File: src/rtl/aud_clkgen.sv
module aud_clkgen #(
  parameter int BDW = 8,
  parameter int FDW = 9
) (
  input  logic           clk,
  input  logic           rst_n,
  input  logic           cfg_master,
  input  logic [BDW-1:0] cfg_bdiv,
  input  logic [FDW-1:0] cfg_tx_fdiv,
  input  logic [FDW-1:0] cfg_rx_fdiv,
  input  logic           cfg_rx_share,
  input  logic           cfg_bclk_inv,
  input  logic           cfg_fclk_inv,
  input  logic           ext_bclk,
  input  logic           ext_tx_fclk,
  input  logic           ext_rx_fclk,
  output logic           bclk_out,
  output logic           bclk_launch,
  output logic           bclk_sample,
  output logic           tx_fclk,
  output logic           tx_fstart,
  output logic           rx_fclk,
  output logic           rx_fstart
);
  localparam logic [BDW-1:0] B_MIN = BDW'(2);
  localparam logic [FDW-1:0] F_MIN = FDW'(2);

  logic           armed;
  logic [BDW-1:0] b_act, bcnt;
  logic [FDW-1:0] tf_act, rf_act, tcnt, rcnt;
  logic           bclk_i, launch_m, sample_m;
  logic           tfclk_i, rfclk_i, tstart_m, rstart_m;
  logic [2:0]     sb, st, sr;

  wire [BDW-1:0] b_req  = (cfg_bdiv < B_MIN) ? B_MIN : cfg_bdiv;
  wire [FDW-1:0] tf_req = (cfg_tx_fdiv < F_MIN) ? F_MIN : cfg_tx_fdiv;
  wire [FDW-1:0] rf_req = (cfg_rx_fdiv < F_MIN) ? F_MIN : cfg_rx_fdiv;

  wire [BDW-1:0] b_half = b_act >> 1;
  wire tick   = armed && (bcnt == b_act - 1'b1);
  wire rise   = armed && (bcnt == b_half - 1'b1);
  wire t_wrap = tick && (tcnt == tf_act - 1'b1);
  wire r_wrap = tick && (rcnt == rf_act - 1'b1);

  // master path: bit divider and two frame counters
  always_ff @(posedge clk or negedge rst_n) begin
    if (!rst_n) begin
      armed    <= 1'b0;
      b_act    <= '0;
      tf_act   <= '0;
      rf_act   <= '0;
      bcnt     <= '0;
      tcnt     <= '0;
      rcnt     <= '0;
      bclk_i   <= 1'b0;
      launch_m <= 1'b0;
      sample_m <= 1'b0;
      tfclk_i  <= 1'b0;
      rfclk_i  <= 1'b0;
      tstart_m <= 1'b0;
      rstart_m <= 1'b0;
    end else if (!armed) begin
      armed  <= 1'b1;
      b_act  <= b_req;
      tf_act <= tf_req;
      rf_act <= rf_req;
    end else begin
      bcnt     <= tick ? '0 : bcnt + 1'b1;
      launch_m <= tick;
      sample_m <= rise;
      tstart_m <= t_wrap;
      rstart_m <= r_wrap;
      if (tick)      bclk_i <= 1'b0;
      else if (rise) bclk_i <= 1'b1;
      if (tick) begin
        tcnt    <= t_wrap ? '0 : tcnt + 1'b1;
        rcnt    <= r_wrap ? '0 : rcnt + 1'b1;
        tfclk_i <= t_wrap ? 1'b0 : ((tcnt + 1'b1) >= (tf_act >> 1));
        rfclk_i <= r_wrap ? 1'b0 : ((rcnt + 1'b1) >= (rf_act >> 1));
      end
      if (t_wrap) begin
        b_act  <= b_req;
        tf_act <= tf_req;
      end
      if (r_wrap) rf_act <= rf_req;
    end
  end

  // slave path: two-stage synchronisers plus one history stage
  always_ff @(posedge clk or negedge rst_n) begin
    if (!rst_n) begin
      sb <= '0;
      st <= '0;
      sr <= '0;
    end else begin
      sb <= {sb[1:0], ext_bclk};
      st <= {st[1:0], ext_tx_fclk};
      sr <= {sr[1:0], ext_rx_fclk};
    end
  end

  wire lb_now = sb[1] ^ cfg_bclk_inv;
  wire lb_old = sb[2] ^ cfg_bclk_inv;
  wire lt_now = st[1] ^ cfg_fclk_inv;
  wire lt_old = st[2] ^ cfg_fclk_inv;
  wire lr_now = sr[1] ^ cfg_fclk_inv;
  wire lr_old = sr[2] ^ cfg_fclk_inv;

  wire txf  = cfg_master ? (tfclk_i ^ cfg_fclk_inv) : st[1];
  wire txs  = cfg_master ? tstart_m : (lt_old & ~lt_now);
  wire rxf  = cfg_master ? (rfclk_i ^ cfg_fclk_inv) : sr[1];
  wire rxs  = cfg_master ? rstart_m : (lr_old & ~lr_now);

  assign bclk_out    = cfg_master ? (bclk_i ^ cfg_bclk_inv) : sb[1];
  assign bclk_launch = cfg_master ? launch_m : (lb_old & ~lb_now);
  assign bclk_sample = cfg_master ? sample_m : (~lb_old & lb_now);
  assign tx_fclk     = txf;
  assign tx_fstart   = txs;
  assign rx_fclk     = cfg_rx_share ? txf : rxf;
  assign rx_fstart   = cfg_rx_share ? txs : rxs;
endmodule

File: config.mk
export PLATFORM = sky130hd
export DESIGN_NAME = aud_clkgen
export DESIGN_NICKNAME = d
export VERILOG_FILES = /design/src/rtl/aud_clkgen.sv
export SDC_FILE = /design/constraint.sdc
export NUM_CORES = 1
export LEC_CHECK = 0
export CAP_MARGIN = 20
export CORE_UTILIZATION = 56
export CTS_CLUSTER_SIZE = 8
export DETAILED_ROUTE_END_ITERATION = 10
export HOLD_SLACK_MARGIN = 0.02
export PLACE_DENSITY = 0.78
export SETUP_SLACK_MARGIN = 0.2
export SYNTH_ARGS = -nofsm -noshare
export SYNTH_HDL_FRONTEND = slang
export SYNTH_SLANG_ARGS = --single-unit
File: constraint.sdc
create_clock -name clk -period 3.3 [get_ports clk]
set_input_delay 0.825 -clock clk [delete_from_list [all_inputs] [get_ports clk]]
set_output_delay 0.825 -clock clk [all_outputs]
set_load 0.03 [all_outputs]
==> results.tsv <==
metric	value	unit
outcome	completed	
Post-CTS Hold Fix Bufs	0	
flops & latches, synth	69	
worst endpoint required time	2.47	ns
Layout area overhead	15.0	%
setup tns final	0	ns
Slew Viols, Final	0	
hold_sp	st[0]	
Gate power share	0.248	
R2R Path Start	rf_act[0]	
post-layout util	0.674	
Placer Congestion	0.908	
synth top area cells	dfrtp_1 38%, xnor2_1 8.2%, ha_1 6.3%, xor2_1 5.4%, mux2_2 3.9%	
vias	3644	
Worst-Skew Late Latency	0.35	ns
depth of the CTS H-tree	3	
Max-cap violations	0	
IO Count	42	
setup bufs post-CTS	0	
Seq pwr share	0.443	
IO Port Bufs	41	
number of global-route vias before repair	3680	
EDFF count, synth	0	
Synth area leader	dfrtp_1	
Reg area	1730	sq um
Die X-Extent	92.4	um
Hold Crit Class	register to register	
Sw Pwr	0.000805	W
final hold vios	0	
grt ovf	0	
Post-Synthesis Cells	489	
layout cell share with drive strength beyond 1	0.111	
fin cells	632	
DP Cell Count	616	
Worst VDD drop	328	uV
fin crit period	2.95	ns
clock skew	0.0121	ns
startpoint types	input pin	
crit path to	rx_fclk	
# diodes	0	
Clk network pwr share	0.309	
reg2reg setup slack	0.53	ns
WHS Path Cells	0	
total power	0.00246	W
leak pwr	2.32	nW
1st-iter DRT viols	181	
CP Capture Type	output port	
clock buffer depth	2	
post-synthesis sequential area ratio	0.377	
most common cell after layout, fill and taps aside	dfrtp_1	
Syn Std Cell Area	4580	sq um
fillers	616	
fin area	5260	sq um
gr usage total	0.246	
Core Region	7810	sq um
worst r2r path cells	8	
initial antenna violation count	0	
final WL	9590	um
fraction of registers with async set/reset	1.00	
num rows	32	
Switching Fraction	0.327	
syn_area_per_cell	9.36	sq um
fin crit share	0.895	
Worst Setup SP	cfg_fclk_inv	
Clk pin slew, worst setup/hold paths	0.07	ns
Detailed Routing Iterations Pass 1	4	
largest net degree at the start of global routing	45	
Rel. slew slack	0.570	
RSZ-0062 raised after global routing	no	
fmax	338	MHz
P_int	0.00165	W
CTS root buf	clkbuf_8	
number of routed nets with antenna violations	0	
nets	583	
Synth Flop Type	dfrtp_1	
Least-Margin Pin Slew	0.644	ns
Reg-to-Reg End	rf_act[6]	
die area	8540	sq um
Setup CP Type	input pin to output port	
most frequent cells in the layout	69 x dfrtp_1, 47 x nand2_1, 43 x xnor2_1, 34 x nor2_1	
CTS tree	yes	
synth warn	0	
Multi-input gate area	2630	sq um
Placement Cell Area	5050	sq um
pwr/cell area	467	nW/um^2
die height	92.4	um
post_cts resized	0	
global-route wire length before repair	16800	um
Final setup viols	0	
CTS buffer count	9	
Initial Utilization	0.586	
Yosys top cell area share	0.377	
Via-to-Cell Ratio	5.77	
syn_nets	547	
Distinct cells, synth	57	
post-DP HPWL	7120	um
DRC viols	0	
clk sinks	69	
WL/cell	15.2	um
Crit Path Max Fanout	6	
crit path DAT	2.13	ns
==> cell type report <==
| cell class | instances | share of cell area |
|---|---|---|
| clock buffers | 9 | 0.0235 |
| clock inverters | 7 | 0.0171 |
| inverters | 33 | 0.0235 |
| multi-input cells | 365 | 0.499 |
| flip-flops and latches | 69 | 0.328 |
| well taps | 102 | 0.0242 |
| repair buffers | 47 | 0.0846 |
==> worst max-delay path: stages <==
cell             delay, ns
clkdlybuf4s50_1       0.52
xnor2_1               0.17
a21oi_1               0.23
nand2_1               0.10
o21ai_0               0.09
buf_4                 0.19
==> per-stage QoR <==
stage / hold WS [ns] / worst slack [ns]
2_1_floorplan: 0.331 / 0.322
6_report: 0.351 / 0.346
3_5_place_dp: 0.336 / 0.350
4_1_cts: 0.354 / 0.345
5_1_grt: 0.363 / 0.217
3_3_place_gp: 0.336 / 0.409
==> kinds of logic after synthesis <==
logic type      count (synthesis)  synth area share
other cells                     1          0.000820
xor+xnor                       71             0.136
fa+ha+maj                      23            0.0629
mux                            28            0.0670
buf+inv                        55            0.0487
flops                          69             0.377
simple gates                  154             0.171
compound gates                 88             0.137
==> layer usage <==
metal	track usage	part of all wire	vias up
li1	-	-	1784
met1	0.314	0.46	1777
met2	0.423	0.50	68
met3	0.0361	0.026	15
met4	0.0898	0.018	0
met5	0	0	-
==> flip-flops by register name, summed over array words and instances, names as in the netlist, 3 cells and up <==
name	cells
sb	3
bcnt	8
b_act	8
tcnt	9
rf_act	9
tf_act	9
st	3
sr	3
rcnt	9
==> cells in the mapped netlist (10+ instances only) <==
library cell / number
dfrtp_1: 69
nand2_1: 47
xnor2_1: 43
nor2_1: 34
inv_1: 33
o21ai_0: 28
xor2_1: 28
ha_1: 23
nand3_1: 18
a21oi_1: 16
mux2_2: 16
clkbuf_1: 13
o211ai_1: 11
nand4_1: 10
nor3_1: 10
==> how the worst min path moves through the flow <==
| stage | slack, ns | end |
|---|---|---|
| 5_1_grt | 0.36 | st[1] |
| 2_1_floorplan | 0.33 | sb[1] |
| 6_report | 0.35 | st[1] |
| 4_1_cts | 0.35 | st[1] |
| 3_5_place_dp | 0.34 | st[1] |
| 3_3_place_gp | 0.34 | st[1] |
==> power groups by stage <==
stage	Combinational [W]	Clock [W]	Sequential, W
detailed placement	0.000602	0	0.00110
global route	0.000676	0.000806	0.00111
global placement	0.000572	0	0.00110
CTS	0.000612	0.000767	0.00109
floorplan	0.000492	0	0.00102
finish	0.000610	0.000760	0.00109
(Power assumes the default switching activity.)
